$ cat src/rtl/acr_pkg.sv
package acr_pkg;

  localparam logic [4:0] OFF_PLAY = 5'h00;
  localparam logic [4:0] OFF_REC  = 5'h04;
  localparam logic [4:0] OFF_STAT = 5'h08;
  localparam logic [4:0] OFF_FRST = 5'h0C;
  localparam logic [4:0] OFF_CMD  = 5'h10;
  localparam logic [4:0] OFF_CRD  = 5'h14;
  localparam logic [4:0] OFF_CWD  = 5'h18;

  // status word, bit 7 down to bit 0
  typedef struct packed {
    logic rec_ovr;
    logic play_und;
    logic codec_rdy;
    logic acc_done;
    logic rec_empty;
    logic rec_full;
    logic play_half;
    logic play_full;
  } status_t;

endpackage

$ cat src/rtl/sample_fifo.sv
module sample_fifo #(
  parameter int W     = 16,
  parameter int DEPTH = 32
) (
  input  logic                       clk,
  input  logic                       rst,
  input  logic                       flush,
  input  logic                       push,
  input  logic [W-1:0]               din,
  input  logic                       pop,
  output logic [W-1:0]               dout,
  output logic [$clog2(DEPTH):0]     count,
  output logic                       full,
  output logic                       empty,
  output logic                       push_drop,
  output logic                       pop_miss
);
  localparam int AW = $clog2(DEPTH);
  localparam int CW = AW + 1;
  localparam logic [CW-1:0] FULL_CNT = CW'(DEPTH);

  logic [W-1:0]  mem [DEPTH];
  logic [AW-1:0] wr_ptr, rd_ptr;
  logic [CW-1:0] cnt;
  logic          pop_ok, push_ok;

  assign empty   = (cnt == '0);
  assign full    = (cnt == FULL_CNT);
  assign pop_ok  = pop && !empty && !flush;
  assign push_ok = push && !flush && (!full || pop_ok);
  assign push_drop = push && !flush && !push_ok;
  assign pop_miss  = pop && !flush && empty;
  assign count   = cnt;

  always_ff @(posedge clk) begin
    if (push_ok) mem[wr_ptr] <= din;
  end

  always_ff @(posedge clk) begin
    if (rst) begin
      dout <= '0;
    end else if (pop) begin
      dout <= pop_ok ? mem[rd_ptr] : '0;
    end
  end

  always_ff @(posedge clk) begin
    if (rst || flush) begin
      wr_ptr <= '0;
      rd_ptr <= '0;
      cnt    <= '0;
    end else begin
      if (push_ok) wr_ptr <= wr_ptr + 1'b1;
      if (pop_ok)  rd_ptr <= rd_ptr + 1'b1;
      cnt <= cnt + CW'(push_ok) - CW'(pop_ok);
    end
  end


  fifo_bound_chk: assert property (@(posedge clk) disable iff (rst)
    cnt <= FULL_CNT);


  full_hold_chk: assert property (@(posedge clk) disable iff (rst)
    (full && push && !pop && !flush) |=> (cnt == FULL_CNT));


  both_sides_chk: assert property (@(posedge clk) disable iff (rst)
    (!empty && push && pop && !flush) |=> $stable(cnt));

endmodule

$ cat src/rtl/codec_port.sv
module codec_port #(
  parameter int AW = 7,
  parameter int DW = 16
) (
  input  logic          clk,
  input  logic          rst,
  input  logic          cmd_we,
  input  logic [AW:0]   cmd_byte,
  input  logic          wd_we,
  input  logic [DW-1:0] wd_in,
  input  logic          ack,
  input  logic [DW-1:0] ack_data,
  output logic          req,
  output logic          rnw,
  output logic [AW-1:0] addr,
  output logic [DW-1:0] wdata,
  output logic [DW-1:0] rdata,
  output logic          done
);

  always_ff @(posedge clk) begin
    if (rst) begin
      req   <= 1'b0;
      rnw   <= 1'b0;
      addr  <= '0;
      rdata <= '0;
      done  <= 1'b1;
    end else if (cmd_we) begin
      addr <= cmd_byte[AW-1:0];
      rnw  <= cmd_byte[AW];
      req  <= 1'b1;
      done <= 1'b0;
    end else if (ack && req) begin
      req  <= 1'b0;
      done <= 1'b1;
      if (rnw) rdata <= ack_data;
    end
  end

  always_ff @(posedge clk) begin
    if (rst)        wdata <= '0;
    else if (wd_we) wdata <= wd_in;
  end


  cmd_start_chk: assert property (@(posedge clk) disable iff (rst)
    cmd_we |=> (req && !done));


  ack_done_chk: assert property (@(posedge clk) disable iff (rst)
    (ack && req && !cmd_we) |=> (done && !req));


  busy_chk: assert property (@(posedge clk) disable iff (rst)
    req |-> !done);

endmodule

$ cat src/rtl/audio_ctrl_regs.sv
module audio_ctrl_regs #(
  parameter int SAMPLE_W   = 16,
  parameter int FIFO_DEPTH = 32,
  parameter int CREG_AW    = 7,
  parameter int BUS_AW     = 5,
  parameter int BUS_W      = 32
) (
  input  logic                clk,
  input  logic                rst,
  input  logic [BUS_AW-1:0]   bus_addr,
  input  logic                bus_wr,
  input  logic                bus_rd,
  input  logic [BUS_W-1:0]    bus_wdata,
  output logic [BUS_W-1:0]    bus_rdata,
  input  logic                play_pop,
  output logic [SAMPLE_W-1:0] play_sample,
  input  logic                rec_push,
  input  logic [SAMPLE_W-1:0] rec_sample,
  input  logic                codec_ready,
  output logic                cmd_req,
  output logic                cmd_rnw,
  output logic [CREG_AW-1:0]  cmd_addr,
  output logic [SAMPLE_W-1:0] cmd_wdata,
  input  logic                cmd_ack,
  input  logic [SAMPLE_W-1:0] cmd_rdata,
  output logic                irq_play,
  output logic                irq_rec
);
  import acr_pkg::*;

  localparam int CW = $clog2(FIFO_DEPTH) + 1;
  localparam logic [CW-1:0] HALF_CNT = CW'(FIFO_DEPTH / 2);

  logic [4:0] off;
  assign off = 5'(bus_addr);

  logic wr_play, wr_frst, wr_cmd, wr_cwd, rd_rec;
  assign wr_play = bus_wr && (off == OFF_PLAY);
  assign wr_frst = bus_wr && (off == OFF_FRST);
  assign wr_cmd  = bus_wr && (off == OFF_CMD);
  assign wr_cwd  = bus_wr && (off == OFF_CWD);
  assign rd_rec  = bus_rd && (off == OFF_REC);

  logic play_flush, rec_flush;
  assign play_flush = wr_frst && bus_wdata[0];
  assign rec_flush  = wr_frst && bus_wdata[1];

  logic [CW-1:0]       p_cnt, r_cnt;
  logic                p_full, p_empty, p_drop, p_miss;
  logic                r_full, r_empty, r_drop, r_miss;
  logic [SAMPLE_W-1:0] r_dout;

  sample_fifo #(.W(SAMPLE_W), .DEPTH(FIFO_DEPTH)) u_play (
    .clk(clk), .rst(rst), .flush(play_flush),
    .push(wr_play), .din(bus_wdata[SAMPLE_W-1:0]),
    .pop(play_pop), .dout(play_sample),
    .count(p_cnt), .full(p_full), .empty(p_empty),
    .push_drop(p_drop), .pop_miss(p_miss)
  );

  sample_fifo #(.W(SAMPLE_W), .DEPTH(FIFO_DEPTH)) u_rec (
    .clk(clk), .rst(rst), .flush(rec_flush),
    .push(rec_push), .din(rec_sample),
    .pop(rd_rec), .dout(r_dout),
    .count(r_cnt), .full(r_full), .empty(r_empty),
    .push_drop(r_drop), .pop_miss(r_miss)
  );

  logic acc_done;
  logic [CREG_AW:0] cmd_byte_q;

  codec_port #(.AW(CREG_AW), .DW(SAMPLE_W)) u_codec (
    .clk(clk), .rst(rst),
    .cmd_we(wr_cmd), .cmd_byte(bus_wdata[CREG_AW:0]),
    .wd_we(wr_cwd), .wd_in(bus_wdata[SAMPLE_W-1:0]),
    .ack(cmd_ack), .ack_data(cmd_rdata),
    .req(cmd_req), .rnw(cmd_rnw), .addr(cmd_addr),
    .wdata(cmd_wdata), .rdata(rd_codec), .done(acc_done)
  );

  logic [SAMPLE_W-1:0] rd_codec;

  always_ff @(posedge clk) begin
    if (rst)         cmd_byte_q <= '0;
    else if (wr_cmd) cmd_byte_q <= bus_wdata[CREG_AW:0];
  end

  // sticky error flags, cleared only by the matching FIFO reset
  logic und_q, ovr_q;
  always_ff @(posedge clk) begin
    if (rst) begin
      und_q <= 1'b0;
      ovr_q <= 1'b0;
    end else begin
      if (play_flush)  und_q <= 1'b0;
      else if (p_miss) und_q <= 1'b1;
      if (rec_flush)   ovr_q <= 1'b0;
      else if (r_drop) ovr_q <= 1'b1;
    end
  end

  status_t stat;
  always_comb begin
    stat.play_full = p_full;
    stat.play_half = (p_cnt <= HALF_CNT);
    stat.rec_full  = r_full;
    stat.rec_empty = r_empty;
    stat.acc_done  = acc_done;
    stat.codec_rdy = codec_ready;
    stat.play_und  = und_q;
    stat.rec_ovr   = ovr_q;
  end

  assign irq_play = stat.play_half;
  assign irq_rec  = !r_empty;

  // read path: snapshot at the read edge; record data comes from the FIFO output register
  logic [BUS_W-1:0] rd_hold;
  logic             rd_from_rec;
  always_ff @(posedge clk) begin
    if (rst) begin
      rd_hold     <= '0;
      rd_from_rec <= 1'b0;
    end else if (bus_rd) begin
      rd_from_rec <= (off == OFF_REC);
      case (off)
        OFF_STAT: rd_hold <= BUS_W'(stat);
        OFF_CMD:  rd_hold <= BUS_W'(cmd_byte_q);
        OFF_CRD:  rd_hold <= BUS_W'(rd_codec);
        OFF_CWD:  rd_hold <= BUS_W'(cmd_wdata);
        default:  rd_hold <= '0;
      endcase
    end
  end

  assign bus_rdata = rd_from_rec ? BUS_W'(r_dout) : rd_hold;


  und_sticky_chk: assert property (@(posedge clk) disable iff (rst)
    (und_q && !play_flush) |=> und_q);


  ovr_sticky_chk: assert property (@(posedge clk) disable iff (rst)
    (ovr_q && !rec_flush) |=> ovr_q);


  flush_indep_chk: assert property (@(posedge clk) disable iff (rst)
    (play_flush && !rec_flush && !rec_push && !rd_rec) |=> $stable(r_cnt));


  und_raise_chk: assert property (@(posedge clk) disable iff (rst)
    (play_pop && p_empty && !play_flush) |=> (und_q && play_sample == '0));

endmodule

$ cat config.mk
export PLATFORM = sky130hd
export DESIGN_NAME = audio_ctrl_regs
export DESIGN_NICKNAME = d
export VERILOG_FILES = /design/src/rtl/acr_pkg.sv /design/src/rtl/sample_fifo.sv /design/src/rtl/codec_port.sv /design/src/rtl/audio_ctrl_regs.sv
export SDC_FILE = /design/constraint.sdc
export NUM_CORES = 1
export LEC_CHECK = 0
export BUFFER_PORTS_ARGS = -buffer_cell sky130_fd_sc_hd__buf_2
export CAP_MARGIN = 20
export CORE_MARGIN = 4
export CORE_UTILIZATION = 58
export DETAILED_ROUTE_END_ITERATION = 16
export PLACE_DENSITY = 0.75
export SETUP_SLACK_MARGIN = 0.05
export SLEW_MARGIN = 30
export SYNTH_ARGS = -nofsm -noshare
export SYNTH_HDL_FRONTEND = slang
export SYNTH_HIERARCHICAL = 1
export SYNTH_SLANG_ARGS = --single-unit
$ cat constraint.sdc
create_clock -name clk -period 6.3 [get_ports clk]
set_input_delay 0.63 -clock clk [delete_from_list [all_inputs] [get_ports clk]]
set_output_delay 0.63 -clock clk [all_outputs]
set_load 0.01 [all_outputs]
==> results.toml <==
[run_status]
status = "completed"

[power_and_ir_drop]
p_leak_nw = 16.8
seqPwrFrac = 0.512
p_clk_frac = 0.384
internal_power_w = 0.0129
power_w = 0.0169
p_switching_w = 0.00400
vdd_drop_max_uv = 403
p_sw_frac = 0.236
power_density_nw_per_um2 = 327
combPwrFrac = 0.104

[yosys]
netlist_instances = 2619
syn_avg_cell_area_um2 = 17.6
synth_warnings = 6
netlist_area_um2 = 46200

[placed_design]
place_area_um2 = 47900
dp_cells = 3725
gp_congestion = 0.936
hpwlAfterDp_mm = 69.9
portBuffers = 119

[route]
dr_total_vias = 25020
dr.pass1.iters = 6
drcViolationCount = 0
routed_wl_mm = 111
first_iter_violations = 3106
avgRoutedWirePerCell_um = 28.2
detail-route-antenna-nets = 0
via_per_inst = 6.35

[floorplan]
pin_count = 152
fp.coreArea_um2 = 78900
die-height_um = 290
rows = 103
die_area_um2 = 84200
die_w_um = 290
initial_core_util = 0.585

[global_route]
grt.overflow.total = 0
grt_pass1_vias = 25132
grt_antenna_before_repair = 13
grt_pass1_wl_mm = 164
grt_max_degree = 88
gr-usage-all-layers = 0.262

[worst_hold_path]
hold_path.class = "in -> reg"

[cells_and_area]
fill_cells = 5275
finalInstanceArea_um2 = 51600
fin_cells = 3943
layout-drive-gt1-share = 0.203
post-route-util = 0.655
area_growth_pct = 11.9
fin_nets = 2894

[worst_setup_path]
rrSetupSlack_ns = 2.67
critical_path_arrival_ns = 4.62
regToRegStartpoint = "u_play/count[2]"
cp_common_cell = "nand2b_1"
startpoint = "bus_addr[3]"
start_kind = "input port"
required_ns = 6.66
worst-r2r-cell-count = 8
critPathMaxFanout = 22
worstReg2RegEnd = "u_play/mem[14][15]"
critical_path.top_delay_family = "simple AND/OR/NAND/NOR gates"
cp-endpoint = "u_rec/mem[13][10]"
cpMaxStageDelayCell = "and4b_1"
slowest_delay_ns = 0.84
worst-path-buf-inv = 2
cp_cell_sequence = "buf_2 > nor3_1 > and4b_1 > nand2b_1 > nand2b_1 > a21oi_2 > nand2_1 > nor2_1 > buf_4"
crit_type = "in -> reg"
cp-end-kind = "flip-flop"
path_depth = 9

[flow_run]
max_cap_viol_count = 0

[clock_tree]
clkLatencyLatePin_ns = 0.69
root_buffer = "clkbuf_16"
cts_setup_buffers = 0
tritoncts = "done"
clockBufferDepth = 3
cts_buffers = 110
h-tree-depth = 3
ctsHoldBuffers = 0
clock-sinks = 1167
cts_resized = 0
cts.clk_slew.worst_paths_ns = 0.06

[timing]
rsz0062_at_grt = "false"
final_hold_viol_count = 0
worst_pin_slew_ns = 1.03
fin_crit_ns = 4.26
fin_tns_setup_ns = 0
skew_ns = 0.0403
finalCritPeriodShare = 0.677
clock.fmax_ghz = 0.234
slew_headroom = 0.309
slew_viol_final = 0
setup_viol = 0
power groups by stage:
stage | sequential, W | combinational (W) | clock (W)
after floorplan | 0.00874 | 0.00122 | 0
after global placement | 0.00884 | 0.00164 | 0
after detailed placement | 0.00885 | 0.00169 | 0
after CTS | 0.00869 | 0.00171 | 0.00659
after global routing | 0.00868 | 0.00187 | 0.00693
final | 0.00866 | 0.00175 | 0.00649
per-stage QoR:
stage               setup slack [ns]  hold WS (ns)
floorplan                       2.87         0.427
global placement                1.73         0.447
detailed placement              1.49         0.450
CTS                             2.17         0.183
global route                    1.86         0.211
finish                          2.04         0.218
placed cells by master, fill, tap and decap left out, types with 12 or more instances in the layout:
| cell type | n |
|---|---|
| a2111oi_0 | 13 |
| clkinv_1 | 12 |
| nor2_1 | 180 |
| clkbuf_1 | 25 |
| nand2b_1 | 53 |
| mux2_2 | 16 |
| a22oi_1 | 104 |
| clkbuf_8 | 18 |
| nor2b_1 | 30 |
| mux2i_1 | 282 |
| o211a_1 | 22 |
| conb_1 | 16 |
| nand2_1 | 95 |
| buf_4 | 82 |
| o21ai_1 | 16 |
| edfxtp_1 | 1024 |
| inv_1 | 21 |
| dfxtp_1 | 139 |
| and3_1 | 15 |
| buf_2 | 118 |
| mux4_2 | 160 |
| clkinv_2 | 21 |
| ha_1 | 26 |
| a211oi_1 | 12 |
| a21oi_1 | 57 |
| o22ai_1 | 32 |
| clkbuf_16 | 110 |
sequential cells by signal, indices dropped and copies added, names as in the netlist, named ones only:
signal and flops:
u_codec/req 1, u_play/rd_ptr 5, ovr_q 1, u_codec/rnw 1
u_play/wr_ptr 5, cmd_byte_q 8, u_play/count 6, u_rec/mem 512
und_q 1, u_rec/rd_ptr 5, u_codec/rdata 16, u_play/mem 512
u_rec/count 6, u_rec/wr_ptr 5, u_codec/addr 7, rd_hold 16
u_codec/wdata 16, rd_from_rec 1, u_rec/dout 16, u_codec/done 1
u_play/dout 16
tightest hold or removal path: stages:
cell      delay [ns]
buf_2           0.10
nand2b_1        0.05
mux2i_1         0.06
how the worst min path moves through the flow:
| stage | from | end | cells after the start |
|---|---|---|---|
| after global placement | rd_hold[13] | rd_hold[13] | 2 |
| final | cmd_rdata[14] | u_codec/rdata[14] | 3 |
| after global routing | cmd_rdata[10] | u_codec/rdata[10] | 3 |
| after CTS | cmd_rdata[14] | u_codec/rdata[14] | 3 |
| after floorplan | rd_hold[0] | rd_hold[0] | 2 |
| after detailed placement | rd_hold[9] | rd_hold[9] | 2 |
layer usage:
metal  wire length, um  vias to the layer above  GRT usage
li1                  -                    10670          -
met4              5800                       10      0.119
met3              9760                      274     0.0510
met5                69                        -          0
met2             53900                     1292      0.424
met1             41800                    12774      0.350
cell type report:
type                       count  area, um2  area share
multi-input combinational   1284      11700       0.226
antenna                        6       15.0    0.000291
sequential                  1167      33600       0.651
tap                         1050       1310      0.0254
timing repair buffer         205       1310      0.0254
clock buffer                 153       3090      0.0599
clock inverter                57        527      0.0102
inverter                      21       78.8     0.00153
Power figures use the tool's default switching activity.
